**src/rtl/pmc_pkg.sv**
```systemverilog
package pmc_pkg;
  // control word bit positions (bit 0 = least significant)
  localparam int unsigned CTL_W       = 64;
  localparam int unsigned B_FRZ_ALL   = 31;
  localparam int unsigned B_EXC_EN    = 20;
  localparam int unsigned B_ARM_FIRST = 15;
  localparam int unsigned B_ARM_REST  = 14;
  localparam int unsigned B_ALERT     = 7;
  localparam int unsigned B_FRZ_GA    = 5;
  localparam int unsigned B_FRZ_GB    = 4;
  // select code that turns a counter into a cycle counter
  localparam logic [7:0] CYC_CODE     = 8'h1E;
  localparam int unsigned SEL_BITS    = 8;
endpackage

```
**src/rtl/pmc_counter.sv**
```systemverilog
module pmc_counter #(
  parameter int unsigned W = 32
) (
  input  logic         clk,
  input  logic         rst,
  input  logic         wr_en,
  input  logic [W-1:0] wr_val,
  input  logic         inc,
  output logic [W-1:0] cnt_q,
  output logic [W-1:0] cnt_nxt
);
  // a load takes precedence over a pending increment
  always_comb begin
    if (wr_en)    cnt_nxt = wr_val;
    else if (inc) cnt_nxt = cnt_q + W'(1);
    else          cnt_nxt = cnt_q;
  end

  always_ff @(posedge clk) begin
    if (rst) cnt_q <= '0;
    else     cnt_q <= cnt_nxt;
  end

  // the loaded value survives a concurrent increment
  a_r11_write_wins: assert property (@(posedge clk) disable iff (rst)
    wr_en |=> cnt_q == $past(wr_val));
  // one step per increment, no more
  a_r3_single_step: assert property (@(posedge clk) disable iff (rst)
    (!wr_en && inc) |=> cnt_q == $past(cnt_q) + W'(1));
endmodule

```
**src/rtl/pmc_ctrl.sv**
```systemverilog
module pmc_ctrl
  import pmc_pkg::*;
#(
  parameter int unsigned N    = 6,
  parameter int unsigned GRPA = 4
) (
  input  logic             clk,
  input  logic             rst,
  input  logic             wr_en,
  input  logic [CTL_W-1:0] wr_val,
  input  logic [N-1:0]     neg_nxt,
  output logic [CTL_W-1:0] ctl_q,
  output logic [N-1:0]     frz,
  output logic             alert_o,
  output logic             exc_o
);
  logic [CTL_W-1:0] base;
  logic [CTL_W-1:0] ctl_nxt;
  logic [N-1:0]     armed_nxt;
  logic             hit;
  logic             exc_q;

  assign base = wr_en ? wr_val : ctl_q;

  // arming and freeze group decode, one lane per counter
  for (genvar i = 0; i < N; i++) begin : g_lane
    if (i == 0) begin : g_first
      assign armed_nxt[i] = base[B_ARM_FIRST];
    end else begin : g_rest
      assign armed_nxt[i] = base[B_ARM_REST];
    end
    if (i < GRPA) begin : g_ga
      assign frz[i] = ctl_q[B_FRZ_ALL] | ctl_q[B_FRZ_GA];
    end else begin : g_gb
      assign frz[i] = ctl_q[B_FRZ_ALL] | ctl_q[B_FRZ_GB];
    end
  end

  assign hit = |(armed_nxt & neg_nxt);

  always_comb begin
    ctl_nxt          = base;
    ctl_nxt[B_ALERT] = base[B_ALERT] | hit;
  end

  always_ff @(posedge clk) begin
    if (rst) begin
      ctl_q <= '0;
      exc_q <= 1'b0;
    end else begin
      ctl_q <= ctl_nxt;
      exc_q <= ctl_nxt[B_ALERT] & ctl_nxt[B_EXC_EN];
    end
  end

  assign alert_o = ctl_q[B_ALERT];
  assign exc_o   = exc_q;

  // alert holds while software leaves the control word alone
  a_r8_sticky: assert property (@(posedge clk) disable iff (rst)
    (alert_o && !wr_en) |=> alert_o);
  // the request never appears without the alert
  a_r9_exc_needs_alert: assert property (@(posedge clk) disable iff (rst)
    exc_o |-> alert_o);
  // alert with enable always requests
  a_r9_exc_follows: assert property (@(posedge clk) disable iff (rst)
    (alert_o && ctl_q[B_EXC_EN]) |-> exc_o);
endmodule

```
**src/rtl/pmc_bank.sv**
```systemverilog
module pmc_bank
  import pmc_pkg::*;
#(
  parameter int unsigned N_CTR  = 6,
  parameter int unsigned CTR_W  = 32,
  parameter int unsigned N_CYC  = 4,
  parameter int unsigned GRPA   = 4,
  parameter int unsigned ADDR_W = $clog2(N_CTR + 2)
) (
  input  logic              clk,
  input  logic              rst,
  input  logic              wr_en,
  input  logic [ADDR_W-1:0] wr_addr,
  input  logic [CTL_W-1:0]  wr_data,
  input  logic              rd_en,
  input  logic [ADDR_W-1:0] rd_addr,
  output logic [CTL_W-1:0]  rd_data,
  output logic              rd_valid,
  input  logic [N_CTR-1:0]  evt_in,
  output logic              alert_o,
  output logic              exc_req_o
);
  localparam int unsigned SEL_W    = SEL_BITS * N_CYC;
  localparam int unsigned A_CTL    = N_CTR;
  localparam int unsigned A_SEL    = N_CTR + 1;

  logic [N_CTR-1:0][CTR_W-1:0] cnt_q;
  logic [N_CTR-1:0][CTR_W-1:0] cnt_nxt;
  logic [N_CTR-1:0]            cnt_wr;
  logic [N_CTR-1:0]            cnt_inc;
  logic [N_CTR-1:0]            neg_nxt;
  logic [N_CTR-1:0]            frz;
  logic [CTL_W-1:0]            ctl_q;
  logic [SEL_W-1:0]            sel_q;
  logic                        ctl_wr;
  logic                        sel_wr;
  logic [CTL_W-1:0]            rd_mux;

  assign ctl_wr = wr_en && (wr_addr == ADDR_W'(A_CTL));
  assign sel_wr = wr_en && (wr_addr == ADDR_W'(A_SEL));

  always_ff @(posedge clk) begin
    if (rst)         sel_q <= '0;
    else if (sel_wr) sel_q <= wr_data[SEL_W-1:0];
  end

  for (genvar i = 0; i < N_CTR; i++) begin : g_ctr
    logic src;
    if (i < N_CYC) begin : g_cyc
      assign src = evt_in[i] | (sel_q[SEL_BITS*i +: SEL_BITS] == CYC_CODE);
    end else begin : g_evt
      assign src = evt_in[i];
    end
    assign cnt_wr[i]  = wr_en && (wr_addr == ADDR_W'(i));
    assign cnt_inc[i] = src && !frz[i];
    assign neg_nxt[i] = cnt_nxt[i][CTR_W-1];

    pmc_counter #(.W(CTR_W)) u_ctr (
      .clk     (clk),
      .rst     (rst),
      .wr_en   (cnt_wr[i]),
      .wr_val  (wr_data[CTR_W-1:0]),
      .inc     (cnt_inc[i]),
      .cnt_q   (cnt_q[i]),
      .cnt_nxt (cnt_nxt[i])
    );

    // a frozen counter that is not written does not move
    a_r4_frozen_hold: assert property (@(posedge clk) disable iff (rst)
      (frz[i] && !cnt_wr[i]) |=> $stable(cnt_q[i]));
    // an armed negative counter always shows as an alert
    a_r6_armed_neg: assert property (@(posedge clk) disable iff (rst)
      (cnt_q[i][CTR_W-1] &&
       ((i == 0) ? ctl_q[B_ARM_FIRST] : ctl_q[B_ARM_REST])) |-> alert_o);
  end

  pmc_ctrl #(.N(N_CTR), .GRPA(GRPA)) u_ctrl (
    .clk     (clk),
    .rst     (rst),
    .wr_en   (ctl_wr),
    .wr_val  (wr_data),
    .neg_nxt (neg_nxt),
    .ctl_q   (ctl_q),
    .frz     (frz),
    .alert_o (alert_o),
    .exc_o   (exc_req_o)
  );

  always_comb begin
    rd_mux = '0;
    if (rd_addr == ADDR_W'(A_CTL))      rd_mux = ctl_q;
    else if (rd_addr == ADDR_W'(A_SEL)) rd_mux = CTL_W'(sel_q);
    else begin
      for (int k = 0; k < N_CTR; k++)
        if (rd_addr == ADDR_W'(k)) rd_mux = CTL_W'(cnt_q[k]);
    end
  end

  always_ff @(posedge clk) begin
    if (rst) begin
      rd_valid <= 1'b0;
      rd_data  <= '0;
    end else begin
      rd_valid <= rd_en;
      if (rd_en) rd_data <= rd_mux;
    end
  end

  // read data is presented exactly one clock after the strobe
  a_r2_rd_latency: assert property (@(posedge clk) disable iff (rst)
    rd_en |=> rd_valid);
endmodule

```
**config.mk**
```make
export PLATFORM = sky130hd
export DESIGN_NAME = pmc_bank
export DESIGN_NICKNAME = d
export VERILOG_FILES = /design/src/rtl/pmc_pkg.sv /design/src/rtl/pmc_counter.sv /design/src/rtl/pmc_ctrl.sv /design/src/rtl/pmc_bank.sv
export SDC_FILE = /design/constraint.sdc
export NUM_CORES = 1
export LEC_CHECK = 0
export BUFFER_PORTS_ARGS = -buffer_cell sky130_fd_sc_hd__buf_2
export CORE_UTILIZATION = 60
export DETAILED_ROUTE_END_ITERATION = 8
export PLACE_DENSITY = 0.8
export SLEW_MARGIN = 20
export SYNTH_ARGS = -nofsm -noshare
export SYNTH_HDL_FRONTEND = slang
export SYNTH_SLANG_ARGS = --single-unit
```
**constraint.sdc**
```tcl
create_clock -name clk -period 7.75 [get_ports clk]
set_clock_uncertainty 0.15 [all_clocks]
set_input_delay 0.775 -clock clk [delete_from_list [all_inputs] [get_ports clk]]
set_output_delay 0.775 -clock clk [all_outputs]
set_load 0.005 [all_outputs]
```
==> impl_results.md <==
* Status: complete, no violations
* Largest net degree at the start of global routing at ~250
* Setup CP Type: reg2reg
* Setup Buffers After CTS at 0
* Clock slew at reported path FFs at roughly 0.060 ns
* Antenna violations before repair at 0
* Critical path arrival at ~3.8 ns
* Initial core utilization at 61.5%
* Hold Slack at 0.302 ns
* RePlAce Congestion at 0.949
* Synth Instances at approximately 2200
* Critical Path RT at approximately 8.0 ns
* Psw at 0.00105 W
* Sink Count at 354
* Critical Path Source: sel_q[21]
* RSZ-0062 raised after global routing: no
* Syn Area/Cell at between 7 and 8 µm²
* Net Sw Frac at between 20% and 30%
* Main synth FF type: dfxtp_1
* DR DRC count at 0
* Placed Instances at ~2600
* DR pass1 iterations at 6
* Pwr Density at roughly 220 mW/mm²
* Ys async rst share at 0%
* Element type at the critical path end: flip-flop
* YS warnings at 0
* Area grow syn2layout at 11.2%
* Drt first-iter violations at approximately 1800
* Core outline area at ~0.029 mm²
* Die outline area at around 0.030 mm²
* Maximum level of the CTS H-tree at 2
* Clock Tree Root: clkbuf_16
* Max Fanout on Critical Path at 4
* Synthesized flop and latch total at between 300 and 400
* Synthesized area at 0.0178 mm²
* Startpoint Class: flip-flop
* Inserted Diodes at 0
* Die width at 174 µm
* Post-Syn Nets at ~2300
* Row count at 62
* Max Slew Vio Count at 0
* Fillers at 2398
* R2R Path End: u_ctrl.exc_o
* Cell Chain, Critical Path: nor4b_1, a41o_1, nand3_1, nor4_1, xnor2_1, a21oi_1, or4_1, a22o_1
* CP max stage cell: or4_1
* Remaining Overflow, GRT at 0
* Tightest Hold Check Type: reg2reg
* Post-synth EDFFs at 0
* Setup TNS at 0 ns
* Share of cells above drive strength 1 at a little over a tenth
* Post-route core utilization at between 60% and 70%
* Achievable frequency at around 0.28 GHz
* ANT nets after route at 0
* Final WL at approximately 55000 µm
* Reg2reg setup slack at roughly 4.2 ns
* Slew HR at around 21%
* Clock Latency Late Sink at approximately 0.54 ns
* Post-CTS Hold Buffers at 0
* Post-layout min period at 3.58 ns
* Worst-Margin Slew at 1.18 ns
* Fin. Hold Viols at 0
* Seq pwr share at a little under half
* Launch point of the worst hold path: u_ctrl.ctl_q[53]
* Top-level I/O count at roughly 150
* Max clock buf depth at 3
* Vias in the first global route at between 15000 and 20000
* Port bufs at around 150
* Via density per instance at 6.43
* Max Cap Viol at 0
* VDD IR max at 0.162 mV
* LEAKAGE at 7.23 nW
* First-pass GRT wire length at between 80000 and 90000 µm
* Num CTS Buffers at 38
* P_int at around 0.0032 W
* CP Capture Point: u_ctrl.exc_o
* Fin nets at around 2300
* Seq/Total Area, Yosys at between 30% and 40%
* CTS tree: built
* Final HPWL DP at about 37000 µm
* Period utilization at between 40% and 50%
* Endpoints failing setup at 0
* Clock power share at a little under half
* Worst r2r path cells at 8
* Die Height at 174 µm
* Non-Filler Instances at between 2000 and 3000
* Comb pwr share at around 8.6%
* R2R Path Start: sel_q[21]
* Overall Global Routing Usage at between 30% and 40%
* Drt wl/cell at approximately 21 µm
* Slowest cell delay on critical path at between 0.6 and 0.7 ns
* Synth unique cells at between 50 and 60
* PostCTS Resize Cnt at 0
* Vias at 17000
worst max-delay path: cells and delay by family (launching register included):
kind	cells	cell delay (ns)
AOI/OAI and AO/OA	3	0.87
xor gates and xnor gates	1	0.17
DFF	1	0.32
and+or+nand+nor	4	1.90
synthesized netlist by cell type (3+ instances only):
library cell / number / area (µm²)
nor4_1: 6 / 37.5
and4_1: 27 / 236
or4_1: 3 / 22.5
clkbuf_2: 30 / 150
inv_1: 9 / 33.8
nor2_1: 295 / 1110
nand3_1: 60 / 300
clkbuf_1: 135 / 507
or3_1: 22 / 138
mux2i_1: 66 / 661
xor2_1: 114 / 998
mux4_2: 8 / 180
nor2b_1: 7 / 43.8
buf_1: 15 / 56.3
and2_1: 43 / 269
a21oi_1: 154 / 771
a211oi_1: 168 / 1260
a311oi_1: 21 / 184
xnor2_1: 51 / 447
nor3_1: 15 / 75.1
nand2b_1: 4 / 25.0
ha_1: 6 / 75.1
and3_1: 35 / 219
dfxtp_1: 354 / 7090
a221oi_1: 28 / 245
nand4_1: 43 / 269
nand2_1: 307 / 1150
nor4b_1: 3 / 26.3
a22oi_1: 32 / 240
o21ai_0: 132 / 661
metal layers:
| layer | vias up | global-route usage [%] | wire, µm |
|---|---|---|---|
| met4 | 0 | 24.3 | 4270 |
| met2 | 865 | 57.7 | 24900 |
| li1 | 7893 | - | - |
| met5 | - | 0 | 0 |
| met3 | 251 | 5.38 | 4330 |
| met1 | 8036 | 43.9 | 21500 |
power groups by stage:
stage | clock [W] | sequential, W | combinational [W]
finish | 0.00194 | 0.00196 | 0.000369
floorplan | 0 | 0.00197 | 0.000248
global route | 0.00202 | 0.00196 | 0.000396
global placement | 0 | 0.00199 | 0.000347
CTS | 0.00195 | 0.00195 | 0.000361
detailed placement | 0 | 0.00199 | 0.000357
cells by family (layout without fill, tap and decap cells):
logic type	after synthesis	count (layout)	share of synthesized area, %
simple gates	887	887	23.1
flops	354	354	39.8
buf+inv	193	235	4.32
fa+ha+maj	6	6	0.422
xor+xnor	165	165	8.13
compound gates	546	546	19.4
mux	75	75	4.79
flip-flops by register name (all words and copies together), names as in the netlist:
name and count:
sel_q 32, u_ctrl.ctl_q 64, u_ctrl.exc_o 1, g_ctr.u_ctr.cnt_q 192, rd_valid 1, rd_data 64
cells in the final DEF (no fill, tap or decap), types with 3 or more instances in the layout:
cell | netlist | final
nor2b_1 | 7 | 6
nand2_1 | 307 | 304
inv_1 | 9 | 9
nor2_2 | 2 | 4
nand2b_1 | 4 | 4
mux4_2 | 8 | 8
mux2i_1 | 66 | 66
xor2_1 | 114 | 114
nor3_1 | 15 | 15
a211oi_1 | 168 | 168
buf_2 | 2 | 144
nand3_2 | 2 | 5
buf_4 | 1 | 14
nand4_1 | 43 | 43
nor4b_1 | 3 | 3
a221oi_1 | 28 | 28
or3_1 | 22 | 22
nor4_1 | 6 | 6
a21oi_1 | 154 | 154
nor2_1 | 295 | 292
clkbuf_8 | 0 | 5
a22oi_1 | 32 | 32
and4_1 | 27 | 27
and3_1 | 35 | 35
or4_1 | 3 | 3
clkbuf_1 | 135 | 9
and2_1 | 43 | 43
o21ai_0 | 132 | 132
nand3_1 | 60 | 57
dfxtp_1 | 354 | 354
clkbuf_16 | 0 | 39
a311oi_1 | 21 | 21
xnor2_1 | 51 | 51
ha_1 | 6 | 6
bufinv_16 | 0 | 7
through the flow:
step | worst slack, ns | area (µm²) | total power (W)
finish | 4.17 | 19800 | 0.00427
global route | 4.03 | 19800 | 0.00438
detailed placement | 3.77 | 18400 | 0.00235
global placement | 3.62 | 18400 | 0.00234
CTS | 4.27 | 19800 | 0.00427
floorplan | 4.87 | 17800 | 0.00222
final cells by class:
type / instances / area (µm²) / area share [%]
Multi-Input combinational cell: 1679 / 9980 / 50.5
Sequential cell: 354 / 7090 / 35.8
Clock buffer: 53 / 1080 / 5.45
Timing Repair Buffer: 161 / 872 / 4.41
Inverter: 10 / 37.5 / 0.190
Clock inverter: 11 / 236 / 1.20
Tap cell: 384 / 480 / 2.43
worst min path at each step:
stage                        to  depth (start not counted)
6_report       u_ctrl.ctl_q[53]                          2
5_1_grt        u_ctrl.ctl_q[40]                          2
4_1_cts         u_ctrl.ctl_q[0]                          2
3_5_place_dp    u_ctrl.ctl_q[0]                          2
3_3_place_gp    u_ctrl.ctl_q[2]                          2
2_1_floorplan   u_ctrl.ctl_q[0]                          2
(Power assumes the default switching activity.)
